==> src/rtl/pgseq_pkg.sv <==
package pgseq_pkg;

  localparam int NUM_OUT = 4;

  typedef enum logic [2:0] {
    ST_IDLE   = 3'd0,
    ST_RAMP   = 3'd1,
    ST_WAIT_B = 3'd2,
    ST_WAIT_C = 3'd3,
    ST_WAIT_D = 3'd4,
    ST_DONE   = 3'd5
  } seqState_t;

  typedef enum logic [1:0] {
    SEL_RAMP = 2'd0,
    SEL_B    = 2'd1,
    SEL_C    = 2'd2,
    SEL_D    = 2'd3
  } dlySel_t;

  // Strobes from control to datapath
  typedef struct packed {
    logic    load;   // load selected delay, restart prescaler
    dlySel_t sel;    // which delay to load
    logic    clear;  // discharge: zero counter and prescaler
  } dpStrobe_t;

endpackage

==> src/rtl/pgseq_sync.sv <==
module pgseq_sync #(
  parameter int WIDTH = 2,
  parameter int STAGES = 2
) (
  input  logic             clk,
  input  logic             rst_n,
  input  logic [WIDTH-1:0] din,
  output logic [WIDTH-1:0] dout
);

  logic [WIDTH-1:0] chain [STAGES];

  always_ff @(posedge clk or negedge rst_n) begin
    if (!rst_n) begin
      for (int i = 0; i < STAGES; i++) chain[i] <= '0;
    end else begin
      chain[0] <= din;
      for (int i = 1; i < STAGES; i++) chain[i] <= chain[i-1];
    end
  end

  assign dout = chain[STAGES-1];

endmodule

==> src/rtl/pgseq_datapath.sv <==
module pgseq_datapath
  import pgseq_pkg::*;
#(
  parameter int TICK_DIV = 200000,
  parameter int DLY_W    = 8
) (
  input  logic             clk,
  input  logic             rst_n,
  input  dpStrobe_t        strb,
  input  logic [DLY_W-1:0] rampDly,
  input  logic [DLY_W-1:0] dlyB,
  input  logic [DLY_W-1:0] dlyC,
  input  logic [DLY_W-1:0] dlyD,
  output logic             dlyDone
);

  localparam int PRE_W = (TICK_DIV > 1) ? $clog2(TICK_DIV) : 1;
  localparam logic [PRE_W-1:0] PRE_MAX = PRE_W'(TICK_DIV - 1);

  logic             tick;
  logic [DLY_W-1:0] cnt;
  logic [DLY_W-1:0] dlyTab [NUM_OUT];
  logic [DLY_W-1:0] dlySelVal;

  // Timebase prescaler; restarts with every stage so delays are phase-exact
  generate
    if (TICK_DIV > 1) begin : g_presc
      logic [PRE_W-1:0] presc;
      always_ff @(posedge clk or negedge rst_n) begin
        if (!rst_n)                       presc <= '0;
        else if (strb.load || strb.clear) presc <= '0;
        else if (presc == PRE_MAX)        presc <= '0;
        else                              presc <= presc + PRE_W'(1);
      end
      assign tick = (presc == PRE_MAX);

      a_r4_presc_range: assert property (@(posedge clk) disable iff (!rst_n)
        presc <= PRE_MAX);
    end else begin : g_nopresc
      assign tick = 1'b1;
    end
  endgenerate

  assign dlyTab[SEL_RAMP] = rampDly;
  assign dlyTab[SEL_B]    = dlyB;
  assign dlyTab[SEL_C]    = dlyC;
  assign dlyTab[SEL_D]    = dlyD;
  assign dlySelVal        = dlyTab[strb.sel];

  // Stage delay counter, also the modelled ramp
  always_ff @(posedge clk or negedge rst_n) begin
    if (!rst_n)                       cnt <= '0;
    else if (strb.clear)              cnt <= '0;
    else if (strb.load)               cnt <= dlySelVal;
    else if (tick && cnt != '0)       cnt <= cnt - DLY_W'(1);
  end

  assign dlyDone = (cnt == '0);

  // between loads the counter only holds or steps down by one
  a_r5_no_reload_midstage: assert property (@(posedge clk) disable iff (!rst_n)
    (!strb.load && !strb.clear) |=> (cnt == $past(cnt) || cnt == $past(cnt) - DLY_W'(1)));

  // a clear always empties the ramp count
  a_r7_clear_discharges: assert property (@(posedge clk) disable iff (!rst_n)
    strb.clear |=> cnt == '0);

endmodule

==> src/rtl/pgseq_ctrl.sv <==
module pgseq_ctrl
  import pgseq_pkg::*;
(
  input  logic               clk,
  input  logic               rst_n,
  input  logic               winOk,
  input  logic               dlyDone,
  output dpStrobe_t          strb,
  output seqState_t          state,
  output logic [NUM_OUT-1:0] actVec
);

  seqState_t  nextState;
  logic [2:0] stateBits;

  always_comb begin
    nextState  = state;
    strb.load  = 1'b0;
    strb.sel   = SEL_RAMP;
    strb.clear = 1'b0;
    if (!winOk) begin
      // fault wins over any advance in the same cycle
      nextState  = ST_IDLE;
      strb.clear = 1'b1;
    end else begin
      unique case (state)
        ST_IDLE: begin
          nextState = ST_RAMP;
          strb.load = 1'b1;
          strb.sel  = SEL_RAMP;
        end
        ST_RAMP: if (dlyDone) begin
          nextState = ST_WAIT_B;
          strb.load = 1'b1;
          strb.sel  = SEL_B;
        end
        ST_WAIT_B: if (dlyDone) begin
          nextState = ST_WAIT_C;
          strb.load = 1'b1;
          strb.sel  = SEL_C;
        end
        ST_WAIT_C: if (dlyDone) begin
          nextState = ST_WAIT_D;
          strb.load = 1'b1;
          strb.sel  = SEL_D;
        end
        ST_WAIT_D: if (dlyDone) nextState = ST_DONE;
        ST_DONE:   nextState = ST_DONE;
        default:   nextState = ST_IDLE;
      endcase
    end
  end

  always_ff @(posedge clk or negedge rst_n) begin
    if (!rst_n) state <= ST_IDLE;
    else        state <= nextState;
  end

  assign stateBits = state;

  // Enable i is active from stage WAIT_B+i onward
  generate
    for (genvar i = 0; i < NUM_OUT; i++) begin : g_act
      assign actVec[i] = (stateBits >= 3'(int'(ST_WAIT_B) + i));
    end
  endgenerate

  // stages step forward one at a time or fall back to idle
  a_r2_single_step: assert property (@(posedge clk) disable iff (!rst_n)
    rst_n |=> (stateBits == $past(stateBits) || stateBits == 3'd0 ||
               stateBits == $past(stateBits) + 3'd1));

  // a timed stage cannot advance before the datapath reports expiry
  a_r4_wait_for_expiry: assert property (@(posedge clk) disable iff (!rst_n)
    (stateBits >= 3'd1 && stateBits <= 3'd4 && !dlyDone) |=>
      (stateBits == $past(stateBits) || stateBits == 3'd0));

  // a closed window always returns to idle on the next edge
  a_r6_fault_to_idle: assert property (@(posedge clk) disable iff (!rst_n)
    !winOk |=> stateBits == 3'd0);

endmodule

==> src/rtl/pgood_sequencer.sv <==
module pgood_sequencer
  import pgseq_pkg::*;
#(
  parameter int TICK_DIV       = 200000,
  parameter int DLY_W          = 8,
  parameter bit PG_ACTIVE_HIGH = 1'b1
) (
  input  logic               clk,
  input  logic               rst_n,
  input  logic               porReady,
  input  logic               uvOk,
  input  logic               ovOk,
  input  logic [DLY_W-1:0]   rampDly,
  input  logic [DLY_W-1:0]   dlyB,
  input  logic [DLY_W-1:0]   dlyC,
  input  logic [DLY_W-1:0]   dlyD,
  output logic [NUM_OUT-1:0] pgood,
  output logic [2:0]         stage
);

  logic [1:0]         okSync;
  logic               winOk;
  logic               dlyDone;
  dpStrobe_t          strb;
  seqState_t          state;
  logic [NUM_OUT-1:0] actVec;
  logic [NUM_OUT-1:0] actGated;

  pgseq_sync #(.WIDTH(2), .STAGES(2)) u_sync (
    .clk  (clk),
    .rst_n(rst_n),
    .din  ({uvOk, ovOk}),
    .dout (okSync)
  );

  assign winOk = porReady & okSync[1] & okSync[0];

  pgseq_ctrl u_ctrl (
    .clk    (clk),
    .rst_n  (rst_n),
    .winOk  (winOk),
    .dlyDone(dlyDone),
    .strb   (strb),
    .state  (state),
    .actVec (actVec)
  );

  pgseq_datapath #(.TICK_DIV(TICK_DIV), .DLY_W(DLY_W)) u_dp (
    .clk    (clk),
    .rst_n  (rst_n),
    .strb   (strb),
    .rampDly(rampDly),
    .dlyB   (dlyB),
    .dlyC   (dlyC),
    .dlyD   (dlyD),
    .dlyDone(dlyDone)
  );

  // Fault gating acts in the same cycle the synchronized fault appears
  assign actGated = actVec & {NUM_OUT{winOk}};

  generate
    if (PG_ACTIVE_HIGH) begin : g_pol_hi
      assign pgood = actGated;
    end else begin : g_pol_lo
      assign pgood = ~actGated;
    end
  endgenerate

  assign stage = state;

  // lockout forces the idle stage on the following edge
  a_r8_lockout_idle: assert property (@(posedge clk) disable iff (!rst_n)
    !porReady |=> stage == 3'd0);

  // D is never active without A
  a_r2_d_needs_a: assert property (@(posedge clk) disable iff (!rst_n)
    actGated[3] |-> actGated[0]);

endmodule

==> config.mk <==
export PLATFORM = sky130hd
export DESIGN_NAME = pgood_sequencer
export DESIGN_NICKNAME = d
export VERILOG_FILES = /design/src/rtl/pgseq_pkg.sv /design/src/rtl/pgseq_sync.sv /design/src/rtl/pgseq_datapath.sv /design/src/rtl/pgseq_ctrl.sv /design/src/rtl/pgood_sequencer.sv
export SDC_FILE = /design/constraint.sdc
export NUM_CORES = 1
export LEC_CHECK = 0
export ABC_AREA = 1
export BUFFER_PORTS_ARGS = -buffer_cell sky130_fd_sc_hd__buf_2
export CORE_MARGIN = 5
export CORE_UTILIZATION = 35
export CTS_BUF_LIST = sky130_fd_sc_hd__clkbuf_2
export DETAILED_ROUTE_END_ITERATION = 6
export GPL_TIMING_DRIVEN = 1
export PLACE_DENSITY = 0.51
export REMOVE_ABC_BUFFERS = 1
export SYNTH_ARGS = -nofsm -noshare
export SYNTH_HDL_FRONTEND = slang
export SYNTH_SLANG_ARGS = --single-unit
==> constraint.sdc <==
create_clock -name clk -period 2.8 [get_ports clk]
set_input_delay 0.56 -clock clk [delete_from_list [all_inputs] [get_ports clk]]
set_output_delay 0.56 -clock clk [all_outputs]
set_load 0.005 [all_outputs]
==> results of run 1 <==
==> flip-flops by register name (all words and copies together), names as in the netlist <==
signal,count
u_sync.dout,2
u_ctrl.state,3
u_dp.g_presc.presc,18
u_dp.cnt,8
u_sync.chain,2
==> worst max-delay path: cells and delay by family, from the launching register on <==
family                   cells  cell delay (ns)
buffers and inverters        1             0.08
flip-flops                   1             0.40
adder cells (fa/ha/maj)      1             0.20
AND/OR/NAND/NOR              7             1.56
==> path summary, 6_finish.rpt <==
kind,cells after the start,endpoint,startpoint
worst max-delay path,9,u_dp.g_presc.presc[10]$_DFF_PN0_,u_dp.cnt[0]$_DFFE_PN0P_
worst min-delay path,1,u_dp.g_presc.presc[2]$_DFF_PN0_,rst_n
worst max register to register,9,u_dp.g_presc.presc[10]$_DFF_PN0_,u_dp.cnt[0]$_DFFE_PN0P_
worst min register to register,0,u_sync.dout[0]$_DFF_PN0_,u_sync.chain[2]$_DFF_PN0_
max in group asynchronous,1,u_dp.g_presc.presc[11]$_DFF_PN0_,rst_n
min in group clk,1,u_sync.chain[2]$_DFF_PN0_,ovOk
==> placed cells by master, fill, tap and decap left out, drive strengths merged <==
master    netlist  routed
a21oi           6       6
nor2           48      48
clkbuf          0       5
clkinv          0       2
o22ai           1       1
nor4            1       1
o21ai           6       6
xnor2           1       1
buf             5      43
nor3            7       7
or2             1       1
nand2          86      86
nor3b           1       1
inv            35      35
xor2           10      10
nand4           4       4
clkinvlp        0       1
ha              3       3
dfrtp          33      33
nand3          64      64
==> routing by layer <==
| metal | global-route usage | up-vias |
|---|---|---|
| met2 | 0.2210 | 25 |
| li1 | - | 1092 |
| met4 | 0.03654 | 0 |
| met3 | 0.03041 | 5 |
| met1 | 0.1959 | 982 |
| met5 | 0 | - |
==> cell type report <==
class / count / area [um2] / share of cell area
multi-input cells: 239 / 1191 / 0.4765
flip-flops and latches: 33 / 825.8 / 0.3303
repair buffers: 43 / 215.2 / 0.08609
inverters: 35 / 131.4 / 0.05255
well taps: 75 / 93.84 / 0.03754
clock buffers: 5 / 25.02 / 0.01001
clock inverters: 3 / 17.52 / 0.007007
==> kinds of logic after synthesis <==
kind of cell	Yosys count
simple gates	212
xor+xnor	11
flops	33
fa+ha+maj	3
compound gates	13
buf+inv	40
==> where the power goes <==
group          switching (mW)  leakage (nW)  internal, mW
registers             0.00895         0.449         0.487
clock network           0.181        0.0287        0.0583
logic                  0.0929         0.745        0.0556
total                   0.283          1.22         0.600
==> through the flow <==
step,instance area (um2),utilization,cells
after floorplan,2148,-,307
after global placement,2457,0.4078,425
after detailed placement,2457,0.4078,425
after CTS,2500,0.4149,433
after global routing,2500,0.4149,433
final,2500,0.4149,433
==> results.yml, run 1 <==
global_routing:
  grt_pass1_vias: 1939
  grt_pass1_wl_mm: 8.763
  grt-ovfl-total: 0
  antenna_found_initial: 0
  track_usage: 0.1405
  grt_max_degree: 34
critical_path:
  cp-end-kind: "flop"
  crit_type: "reg2reg"
  cp_max_fo: 21
  start_kind: "flop"
  r2r_slack_ns: 0.49
  arrival_ns: 2.63
  required_ns: 3.12
  slowest_delay_ns: 0.58
  critPathMostFrequentCell: "nor2_1"
  critical_path.slowest_cell: "nor2_1"
  crit_chain: "inv_1 > ha_1 > nand2_1 > nor2_4 > nor2_1 > nor2_2 > nor2_1 > nand2_2 > nor3b_1"
timing:
  setup_violations: 0
  max_slew_margin: 0.4945
  slew_violations: 0
  rsz0062_at_grt: "false"
  finalSetupTns_ns: 0
  tightest_slew_ns: 0.7554
  finalHoldViolCount: 0
  max_freq_mhz: 432.5
  hold_ws_ns: 0.2022
  skew_ns: 0.01931
  timing.final.crit_share: 0.8257
  fin_crit_ns: 2.312
  layout_setup_ws_ns: 0.4880
clock_network:
  cts_tree: "done"
  h-tree-depth: 2
  clock-root-buffer: "clkbuf_2"
  clkSlewWorstSetupHoldPaths_ns: 0.19
  worstSkewPairLatency_ns: 0.39
  holdBufCountCts: 0
  cts_setup_buffers: 0
  max-clock-path-buffers: 2
  cts-resized-gates: 0
  cts_made_buffers: 5
  cts.sinks: 33
yosys:
  synth_top_family_by_area: "simple AND/OR/NAND/NOR gates"
  synthTopCellsByArea: "dfrtp_1 38%, nand2_1 14%, nand3_1 14%"
  synth_edf_count: 0
  synth_seq_cells: 33
  syn_area_per_cell_um2: 7.042
  synth.yosys.seq_area_share: 0.3759
  yosys.area.top_type: "dfrtp_1"
  synthSimpleGateAreaFrac: 0.4442
  syn_area_um2: 2197
  synthFlopType: "dfrtp_1"
  ys_types: 28
  synth_top_area_frac: 0.3759
  synth-xor-area-share: 0.04385
  yosysWarningCount: 0
  async_flop_share: 1.000
  postSynthCellCount: 312
  synth_most_common_cell: "nand2_1"
  synthMuxAreaShare: 0
  synth_compound_area_frac: 0.03702
  synth_fa_ha_area_frac: 0.01708
  synth_common_cells: "82 x nand2_1, 61 x nand3_1, 40 x nor2_1"
detailed_routing:
  wl_met2_mm: 2.308
  viasPerCell: 4.859
  routedWlPerCell_um: 11.77
  wl_met1_mm: 2.549
  top_layer_used: "met4"
  drc_errors: 0
  totalWireLength_mm: 5.097
  final_antenna_net_count: 0
  first_pass_iters: 4
  wl_met3_um: 184
  dr_total_vias: 2104
  drtIter0Drc: 93
place:
  gp_congestion: 0.7859
  place_hpwl_mm: 3.906
  port-buffer-count: 43
  pre_cts_slack_ns: 0.4511
floorplan:
  rows: 28
  die-area_um2: 7962
  die_x_um: 89.23
  core_area_um2: 6026
  io_pins: 44
  initial_core_util: 0.3646
  die_height_um: 89.23
finish:
  num-fill-cells: 667
  final_layout_size_suffix_gt1_frac: 0.2067
  diodes: 0
  area_growth_pct: 13.78
  fin_nets: 397
power_and_ir_drop:
  p_total_mw: 0.8831
  power.density_nw_per_um2: 353.3
  vdd_drop_max_mv: 0.2172
  p_leak_nw: 1.223
hold_path:
  min_path_type: "in2async"
run_status:
  status: "completed"
run:
  cap_violations: 0
No activity file was read; power rests on OpenSTA's default activity.
==> inputs of run 2 (changes only) <==
Settings changed: ABC_AREA 1 to 0, PLACE_DENSITY 0.51 to 0.53.
Clock period 2.8 ns to 2.1 ns, I/O delays scaled along.
==> run 2 against run 1 <==
  * Clock skew increased by 0.0043 ns
  * Synthesized cell count decreased by 22%
  * Sequential power increased by 33%
  * Core utilization increased by 1.6 points
  * Final cell count decreased by 14%
  * Sequential share of layout area decreased by 0.50 points
==> results.yml, run 2 <==
run_status:
  status: "completed"
timing:
  max_freq_mhz: 507.6
  timing.final.crit_share: 0.9381
  fin_crit_ns: 1.970
  setup_violations: 0
  finalSetupTns_ns: 0
  tightest_slew_ns: 0.7428
  max_slew_margin: 0.5048
  finalHoldViolCount: 0
  slew_violations: 0
  skew_ns: 0.02361
  rsz0062_at_grt: "false"
finish:
  area_growth_pct: 20.06
  final_common_cell: "buf_2"
  reg_top3: "u_dp.g_presc.presc (18), u_dp.cnt (8), u_ctrl.state (3)"
  diodes: 0
  final_layout_size_suffix_gt1_frac: 0.2785
  num-fill-cells: 630
  largest_reg_flops: 18
  final_cell_area_um2: 2539
  fin_nets: 337
  mostFrequentLayoutCells: "43 x buf_2, 41 x nor2_1, 33 x dfrtp_1"
  top_register: "u_dp.g_presc.presc"
yosys:
  synthTopCellsByArea: "dfrtp_1 39%, nor2_1 7.3%, xor2_1 5.4%"
  syn_area_um2: 2115
  async_flop_share: 1.000
  synth_most_common_cell: "nor2_1"
  synth_top_area_frac: 0.3905
  synth_common_cells: "41 x nor2_1, 33 x dfrtp_1, 15 x nand2_1"
  yosys.area.top_type: "dfrtp_1"
  synth_seq_cells: 33
  postSynthCellCount: 244
  ys_types: 54
  yosysWarningCount: 0
  synth_edf_count: 0
  syn_area_per_cell_um2: 8.666
  synthFlopType: "dfrtp_1"
  synth.yosys.seq_area_share: 0.3905
critical_path:
  start_kind: "flop"
  crit_chain: "buf_4 > a21oi_1 > nor2_1 > buf_2"
  cp_top_family: "flip-flops"
  cp-end-kind: "primary output"
  slowest_delay_ns: 0.60
  path_buf_inv: 2
  required_ns: 1.68
  cp_max_fo: 10
  crit_type: "reg2out"
  arrival_ns: 1.55
  critical_path.slowest_cell: "dfrtp_1"
detailed_routing:
  totalWireLength_mm: 5.210
  drtIter0Drc: 130
  viasPerCell: 5.113
  wl_met2_mm: 2.440
  first_pass_iters: 4
  routedWlPerCell_um: 13.97
  wl_met3_um: 270
  drc_errors: 0
  top_layer_used: "met4"
  final_antenna_net_count: 0
  dr_total_vias: 1907
  wl_met1_mm: 2.438
power_and_ir_drop:
  sw_frac_of_total: 0.2994
  p_clk_frac: 0.260
  p_leak_nw: 1.147
  p_switching_mw: 0.3596
  power.density_nw_per_um2: 473.1
  p_seq_frac: 0.550
  p_int_mw: 0.8414
  pwr-share-comb: 0.191
  vdd_drop_max_mv: 0.2876
clock_network:
  holdBufCountCts: 0
  max-clock-path-buffers: 2
  clock-root-buffer: "clkbuf_2"
  cts_made_buffers: 5
  cts_setup_buffers: 0
  clkSlewWorstSetupHoldPaths_ns: 0.18
  worstSkewPairLatency_ns: 0.37
  h-tree-depth: 2
  cts.sinks: 33
  cts_tree: "done"
floorplan:
  rows: 28
  die_height_um: 87.73
  die-area_um2: 7696
  core_area_um2: 5886
  die_x_um: 87.73
  initial_core_util: 0.3593
  io_pins: 44
global_routing:
  grt_pass1_wl_mm: 9.135
  grt_pass1_vias: 1934
  grt_max_degree: 34
  antenna_found_initial: 0
  track_usage: 0.1479
  grt-ovfl-total: 0
run:
  cap_violations: 0
place:
  gp_congestion: 0.7828
  place_area_um2: 2486
  port-buffer-count: 43
  place_hpwl_mm: 3.867
hold_path:
  min_path_type: "in2async"
run 2: cell types whose count changed in the layout (fill, tap and decap cells not counted), moves of 4 or more:
cell,previous run,this run
xnor2_1,1,6
a21oi_1,5,12
inv_2,4,0
nand3_1,61,12
buf_4,0,15
inv_1,31,13
nand2_1,82,15
o21ai_0,5,9
o22ai_1,1,6
a31oi_1,0,4
nor2_2,6,0
run 2: worst reg2reg max path: stages, from the launching register on:
cell and delay [ns]:
dfrtp_1 0.44, inv_1 0.09, ha_1 0.14, nor3b_2 0.18, and2_2 0.25, buf_4 0.21, o21ai_2 0.07, a221o_1 0.36
o22ai_1 0.16
run 2: kinds of logic (layout without fill, tap and decap cells):
group	after synthesis	count (layout)	synth area share
simple gates	101	101	0.2462
compound gates	59	59	0.1994
flops	33	33	0.3905
buf+inv	27	81	0.05799
xor+xnor	19	19	0.07870
fa+ha+maj	3	3	0.01775
mux	2	2	0.009468
run 2: final cells by class:
cell class	count	area (um2)	area share
clock buffer	7	35.03	0.01380
clock inverter	1	7.507	0.002957
inverter	14	52.55	0.02070
multi-input combinational	184	1176	0.4633
sequential	33	825.8	0.3253
tap	75	93.84	0.03696
timing repair buffer	59	347.8	0.1370
run 2: routing by layer:
| metal | vias to the layer above | track usage |
|---|---|---|
| li1 | 978 | - |
| met1 | 882 | 0.1972 |
| met2 | 43 | 0.2397 |
| met3 | 4 | 0.03010 |
| met4 | 0 | 0.04881 |
| met5 | - | 0 |
run 2: repair_timing:
action / in CTS / in global routing
resized for setup: 0 / 3
endpoints found under the hold margin: 0 / 0
endpoints found under the setup margin: 0 / 6
run 2: power groups by stage:
stage	clock, mW	combinational [mW]	sequential, mW
floorplan	0	0.123	0.672
global placement	0	0.227	0.672
detailed placement	0	0.227	0.672
CTS	0.335	0.228	0.660
global route	0.365	0.261	0.663
finish	0.312	0.229	0.660
run 2: per-stage QoR:
step | worst slack (ns) | total power, mW | hold WS [ns] | util | instances
after global placement | 0.1708 | 0.8987 | 0.3333 | 0.4224 | 365
after floorplan | 0.1155 | 0.7946 | 0.1244 | - | 231
after global routing | 0.02016 | 1.288 | 0.09011 | 0.4313 | 373
after CTS | 0.08574 | 1.224 | 0.07393 | 0.4296 | 373
after detailed placement | 0.1023 | 0.8991 | 0.3370 | 0.4224 | 365
final | 0.1299 | 1.201 | 0.08351 | 0.4313 | 373
run 2: final timing paths:
check / depth (start not counted) / slack (ns) / end / start
max: 4 / 0.13 / pgood[1] / u_ctrl.state[1]$_DFFE_PN0P_
min: 1 / 0.08 / u_dp.g_presc.presc[14]$_DFF_PN0_ / rst_n
max reg2reg: 8 / 0.16 / u_dp.cnt[2]$_DFFE_PN0P_ / u_dp.cnt[0]$_DFFE_PN0P_
min reg2reg: 0 / 0.37 / u_sync.dout[0]$_DFF_PN0_ / u_sync.chain[2]$_DFF_PN0_
max in group asynchronous: 1 / 1.54 / u_dp.g_presc.presc[0]$_DFF_PN0_ / rst_n
min in group clk: 1 / 0.16 / u_sync.chain[3]$_DFF_PN0_ / uvOk
